### src/rtl/edge_mask_pkg.sv
package edge_mask_pkg;
  typedef enum logic [1:0] {
    ESZ_8   = 2'd0,
    ESZ_16  = 2'd1,
    ESZ_32  = 2'd2,
    ESZ_BAD = 2'd3
  } esize_e;

  typedef struct packed {
    logic n;
    logic z;
    logic v;
    logic c;
  } nzvc_t;
endpackage

### src/rtl/edge_lane_mask.sv
module edge_lane_mask #(
  parameter int LANES = 8,
  localparam int OW = (LANES > 1) ? $clog2(LANES) : 1
) (
  input  logic [OW-1:0]    off_a_i,
  input  logic [OW-1:0]    off_b_i,
  input  logic             little_i,
  input  logic             same_blk_i,
  output logic [LANES-1:0] mask_o
);
  localparam logic [LANES-1:0] ONES = '1;

  logic [LANES-1:0] left_m, right_m;
  logic [OW:0]      rsh;

  // right edge keeps lanes 0..off_b, i.e. drop LANES-1-off_b lanes
  assign rsh = (OW+1)'(LANES - 1) - {1'b0, off_b_i};

  always_comb begin
    if (little_i) begin
      left_m  = ONES << off_a_i;
      right_m = ONES >> rsh;
    end else begin
      left_m  = ONES >> off_a_i;
      right_m = ONES << rsh;
    end
  end

  assign mask_o = same_blk_i ? (left_m & right_m) : left_m;
endmodule

### src/rtl/edge_sub_flags.sv
module edge_sub_flags
  import edge_mask_pkg::*;
#(
  parameter int W = 64
) (
  input  logic [W-1:0] a_i,
  input  logic [W-1:0] b_i,
  output nzvc_t        flags_o
);
  logic [W:0] diff;

  assign diff      = {1'b0, a_i} - {1'b0, b_i};
  assign flags_o.n = diff[W-1];
  assign flags_o.z = (diff[W-1:0] == '0);
  assign flags_o.v = (a_i[W-1] ^ b_i[W-1]) & (a_i[W-1] ^ diff[W-1]);
  assign flags_o.c = diff[W];  // borrow
endmodule

### src/rtl/edge_mask_gen.sv
module edge_mask_gen
  import edge_mask_pkg::*;
#(
  parameter int ADDR_W    = 64,
  parameter int NARROW_W  = 32,
  parameter int BLK_BYTES = 8,
  localparam int OFF_W    = $clog2(BLK_BYTES),
  localparam int NSIZES   = 3
) (
  input  logic              clk_i,
  input  logic              rst_ni,
  input  logic              req_i,
  input  logic [ADDR_W-1:0] addr_a_i,
  input  logic [ADDR_W-1:0] addr_b_i,
  input  logic [1:0]        elem_size_i,
  input  logic              little_i,
  input  logic              flags_en_i,
  input  logic              narrow_i,
  output logic              valid_o,
  output logic [BLK_BYTES-1:0] mask_o,
  output logic              size_err_o,
  output logic              flags_valid_o,
  output logic [3:0]        flags_full_o,
  output logic [3:0]        flags_narrow_o
);
  logic [ADDR_W-1:0] a_eff, b_eff;
  logic              same_blk;
  logic [NSIZES-1:0][BLK_BYTES-1:0] cand;
  logic [BLK_BYTES-1:0] mask_d;
  logic              bad_size;
  nzvc_t             fl_full, fl_narrow;

  assign a_eff = narrow_i ? {{(ADDR_W-NARROW_W){1'b0}}, addr_a_i[NARROW_W-1:0]} : addr_a_i;
  assign b_eff = narrow_i ? {{(ADDR_W-NARROW_W){1'b0}}, addr_b_i[NARROW_W-1:0]} : addr_b_i;
  assign same_blk = (a_eff[ADDR_W-1:OFF_W] == b_eff[ADDR_W-1:OFF_W]);

  for (genvar g = 0; g < NSIZES; g++) begin : g_size
    localparam int LN = BLK_BYTES >> g;
    logic [LN-1:0] lane_m;

    edge_lane_mask #(.LANES(LN)) u_lane (
      .off_a_i   (a_eff[OFF_W-1:g]),
      .off_b_i   (b_eff[OFF_W-1:g]),
      .little_i  (little_i),
      .same_blk_i(same_blk),
      .mask_o    (lane_m)
    );
    assign cand[g] = BLK_BYTES'(lane_m);
  end

  assign bad_size = (esize_e'(elem_size_i) == ESZ_BAD);

  always_comb begin
    unique case (esize_e'(elem_size_i))
      ESZ_8:   mask_d = cand[0];
      ESZ_16:  mask_d = cand[1];
      ESZ_32:  mask_d = cand[2];
      default: mask_d = '0;
    endcase
  end

  edge_sub_flags #(.W(ADDR_W)) u_flags_full (
    .a_i(addr_a_i), .b_i(addr_b_i), .flags_o(fl_full)
  );
  edge_sub_flags #(.W(NARROW_W)) u_flags_narrow (
    .a_i(addr_a_i[NARROW_W-1:0]), .b_i(addr_b_i[NARROW_W-1:0]), .flags_o(fl_narrow)
  );

  always_ff @(posedge clk_i or negedge rst_ni) begin
    if (!rst_ni) begin
      valid_o        <= 1'b0;
      mask_o         <= '0;
      size_err_o     <= 1'b0;
      flags_valid_o  <= 1'b0;
      flags_full_o   <= '0;
      flags_narrow_o <= '0;
    end else begin
      valid_o       <= req_i;
      size_err_o    <= req_i & bad_size;
      flags_valid_o <= req_i & flags_en_i;
      if (req_i) mask_o <= mask_d;
      if (req_i && flags_en_i) begin
        flags_full_o   <= fl_full;
        flags_narrow_o <= fl_narrow;
      end
    end
  end
endmodule

### config.mk
export PLATFORM = sky130hd
export DESIGN_NAME = edge_mask_gen
export DESIGN_NICKNAME = d
export VERILOG_FILES = /design/src/rtl/edge_mask_pkg.sv /design/src/rtl/edge_lane_mask.sv /design/src/rtl/edge_sub_flags.sv /design/src/rtl/edge_mask_gen.sv
export SDC_FILE = /design/constraint.sdc
export NUM_CORES = 1
export LEC_CHECK = 0
export ABC_CLOCK_PERIOD_IN_PS = 1600
export BUFFER_PORTS_ARGS = -buffer_cell sky130_fd_sc_hd__buf_2
export CAP_MARGIN = 25
export CORE_MARGIN = 2
export CORE_UTILIZATION = 64
export DETAILED_ROUTE_END_ITERATION = 8
export PLACE_DENSITY = 0.89
export SLEW_MARGIN = 15
export SYNTH_ARGS = -nofsm -noshare
export SYNTH_HDL_FRONTEND = slang
export SYNTH_HIERARCHICAL = 1
export SYNTH_SLANG_ARGS = --single-unit
export TNS_END_PERCENT = 30
### constraint.sdc
create_clock -name clk_i -period 1.6 [get_ports clk_i]
set_input_delay 0.48 -clock clk_i [delete_from_list [all_inputs] [get_ports clk_i]]
set_output_delay 0.48 -clock clk_i [all_outputs]
set_load 0.02 [all_outputs]
==> impl_metrics.yaml, run 1 <==
yosys:
  ys_seq_elements: 19
  synth_commonest_cells: "inv_1 (131), a21oi_1 (125), nand2_1 (117)"
  synth_warnings: 6
  synth_top_area_share: 0.134
  synthTopCellsByArea: "ha_1 (13%), a21oi_1 (7.0%), inv_1 (5.5%)"
  ys.flop_type: "dfrtp_1"
  synth_edf_count: 0
  synthArstFlopShare: 1.00
  syn_inst: 1294
  syn_area_per_cell_um2: 6.93
  syn-cell-area_um2: 8970
  syn_nets: 1528
  yosysMostFrequentCell: "inv_1"
  synth_cell_types: 104
  synth_top_cell_by_area: "ha_1"
  ys_seq_area_frac: 0.0530
floorplan:
  rows: 43
  die_h_um: 122
  start_util: 0.651
  ioPinCount: 155
  dieWidth_um: 122
run_status:
  stop_error: "[ERROR DPL-0033] detailed placement checks failed during check placement."
  failed_stage: "detailed placement"
  outcome: "aborted with a tool error"
place:
  gp_congestion: 1.17
  io_buffers: 154
  hpwl_mm: 46.5
cell families after synthesis:
| logic type | synth area share |
|---|---|
| buffers and inverters | 0.0904 |
| AO/OA/AOI/OAI | 0.348 |
| XOR/XNOR | 0.0987 |
| multiplexers | 0.0339 |
| AND/OR/NAND/NOR | 0.238 |
| flip-flops | 0.0530 |
| adder cells (fa/ha/maj) | 0.138 |
stage by stage:
step                    TNS (ns)  std cells  hold slack [ns]
after floorplan           -17.36       1294            0.184
after global placement    -24.30       2075            0.425
==> inputs of run 2 (changes only) <==
Settings changed: CORE_UTILIZATION 64 to 40, PLACE_DENSITY 0.89 to default, PLACE_DENSITY_LB_ADDON from default to 0.15.
==> impl_metrics.yaml, run 2 <==
run_status:
  outcome: "finished with violations"
  violations: "negative setup slack"
hold_path:
  hold_class: "input port to asynchronous set/reset pin"
global_routing:
  grt_pass1_vias: 12200
  gr-total-overflow: 0
  gr-usage-all-layers: 0.322
  antenna_found_initial: 0
  grt_max_degree: 20
  grt_pass1_wl_mm: 62.5
layout:
  final_cell_mix: "buf_4 (549), buf_2 (141), nand2_1 (117), inv_1 (117), a21oi_1 (113)"
  seq_area_um2: 475
  multi_input_area_um2: 8560
  nNetsFinal: 2201
  antenna_cells: 0
  top_regs: "mask_o: 8 flops, flags_full_o: 4 flops, flags_narrow_o: 4 flops"
  largest_register_ffs: 8
  regMostFlops: "mask_o"
  mostFrequentLayoutCell: "buf_4"
  final-instance-count-excl-fill: 2246
  final.fill_count: 1949
  drive_gt1_frac: 0.455
  synthToLayoutAreaGrowth_pct: 68.2
timing:
  slew_violations: 0
  tightest_slew_ns: 0.797
  timing.fmax_mhz: 269
  hold-worst-slack_ns: 0.169
  setup_violations: 16
  layout_min_cycle_time_ns: 3.71
  finalSetupTns_ns: -19.27
  finalHoldViolCount: 0
  fin_ws_ns: -2.11
  fin_skew_ns: 0
  rsz0062_at_grt: "true"
  fin_crit_sh: 2.32
  relSlewSlack: 0.455
pwr:
  p_leak_nw: 7.33
  p_int_mw: 3.82
  sw_frac_of_total: 0.457
  power_frac_clock: 0.073
  switchingPower_mw: 3.22
  pwr-share-seq: 0.081
  power_mw: 7.04
  pwr-share-comb: 0.846
  ir_drop_v: 0.000562
  p_per_area_nw_per_um2: 467
floorplan:
  die_h_um: 154
  dieWidth_um: 154
  core_um2: 21900
  ioPinCount: 155
  start_util: 0.410
  rows: 54
  dieArea_um2: 23600
yosys:
  synth_top_cell_by_area: "ha_1"
  ys_seq_elements: 19
  synth_warnings: 6
  synthArstFlopShare: 1.00
  synthTopCellsByArea: "ha_1 (13%), a21oi_1 (7.0%), inv_1 (5.5%)"
  synth_top_area_share: 0.134
  ys.flop_type: "dfrtp_1"
  syn-cell-area_um2: 8970
  yosysMostFrequentCell: "inv_1"
  syn_inst: 1294
  synth_commonest_cells: "inv_1 (131), a21oi_1 (125), nand2_1 (117)"
  syn_nets: 1528
  synth_cell_types: 104
  syn_area_per_cell_um2: 6.93
  synth_edf_count: 0
  ys_seq_area_frac: 0.0530
clocking:
  cts_root_buf: "clkbuf_16"
  cts_tree: "done"
  clk_pin_slew_ns: 0.05
  cts_buffers: 3
  cts_max_level: 1
  ctsHoldBuffers: 0
  cts_buffer_depth: 2
  cts.sinks: 19
  clk_latency_ns: 0.25
drt:
  first_iter_violations: 877
  antenna_left: 0
  dr.pass1.iters: 6
  wl_per_cell_um: 17.7
  routed-via-count: 12500
  drt_wl_total_mm: 39.8
  vias_per_cell: 5.57
  drc: 0
worst_setup_path:
  reg2reg_depth: 1
  rrSetupSlack_ns: 0.82
  worstSetupPathType: "input port to register"
  path_buf_inv: 4
  r2r_start: "flags_full_o[2]$_DFFE_PN0P_"
  cp_common_cell: "buf_4"
  max_stage_delay_ns: 0.38
  crit_arrival_ns: 3.90
  worstPathRequired_ns: 1.79
  crit_path_end_kind: "register"
  worstPathCellList: "buf_4 > inv_8 > ha_4 > fa_2 > nand2b_4 > a211oi_4 > buf_4 > o21bai_1 > and3_2 > a2111oi_1 > buf_4 > nand4_1 > nor4_1 > and4_2 > nand4b_1 > nor4_2 > mux2_4"
  start_kind: "input port"
  r2r_end: "flags_full_o[2]$_DFFE_PN0P_"
  slowest_stage: "a2111oi_1"
  critPathTopFamily: "simple AND/OR/NAND/NOR gates"
  crit_fanout: 3
job:
  maxCapViolations: 0
place:
  io_buffers: 154
  gp_congestion: 1.00
  dp_cells: 2229
  hpwl_mm: 34.2
==> run 2: cell counts after synthesis <==
Identical to the previous run, type by type.
==> run 2: cells by family after synthesis <==
group,count (synthesis),synth area share
AND/OR/NAND/NOR,412,0.238
multiplexers,29,0.0339
XOR/XNOR,101,0.0987
buffers and inverters,178,0.0904
AO/OA/AOI/OAI,457,0.348
flip-flops,19,0.0530
adder cells (fa/ha/maj),98,0.138
==> run 2: layout make-up <==
class	count	area share
inverter	132	0.0340
clock buffer	4	0.00523
timing repair buffer	714	0.338
sequential	19	0.0315
tap	280	0.0232
multi-input combinational	1097	0.568
==> run 2: worst max path at each step <==
stage                startpoint                     endpoint  cells after the start
global route        addr_a_i[0]  flags_full_o[2]$_DFFE_PN0P_                     17
finish              addr_a_i[0]  flags_full_o[2]$_DFFE_PN0P_                     17
CTS                 addr_a_i[0]  flags_full_o[2]$_DFFE_PN0P_                     17
detailed placement  addr_a_i[0]  flags_full_o[2]$_DFFE_PN0P_                     16
global placement    addr_a_i[0]  flags_full_o[2]$_DFFE_PN0P_                     16
floorplan           addr_a_i[0]  flags_full_o[2]$_DFFE_PN0P_                     15
==> run 2: what timing repair did <==
item,4_1_cts,5_1_grt
endpoints found under the setup margin,16,16
buffers inserted,7,8
hold endpoints to repair,0,0
cloned,0,0
resized for setup,114,59
pin swaps,34,36
==> run 2: power by group through the flow <==
stage               logic [mW]  clock network [mW]  registers [mW]
floorplan                 2.66                   0           0.650
global placement          5.40                   0           0.574
detailed placement        5.42                   0           0.576
CTS                       5.72               0.524           0.569
global route              6.40               0.555           0.576
finish                    5.95               0.515           0.569
==> run 2: routing by layer <==
| metal | vias to the layer above | GRT usage | wire (um) |
|---|---|---|---|
| met4 | 0 | 0.0778 | 1170 |
| met3 | 82 | 0.0268 | 2310 |
| met2 | 456 | 0.547 | 18300 |
| met1 | 5836 | 0.443 | 18100 |
| met5 | - | 0 | 0 |
| li1 | 6135 | - | - |
==> run 2: through the flow <==
stage | utilization | cell area, um2 | worst slack (ns)
after global placement | 0.639 | 14000 | -2.62
final | 0.689 | 15100 | -2.11
after CTS | 0.676 | 14800 | -2.10
after detailed placement | 0.639 | 14000 | -2.69
after global routing | 0.689 | 15100 | -2.25
after floorplan | - | 9090 | -1.74
Power figures use the tool's default switching activity.
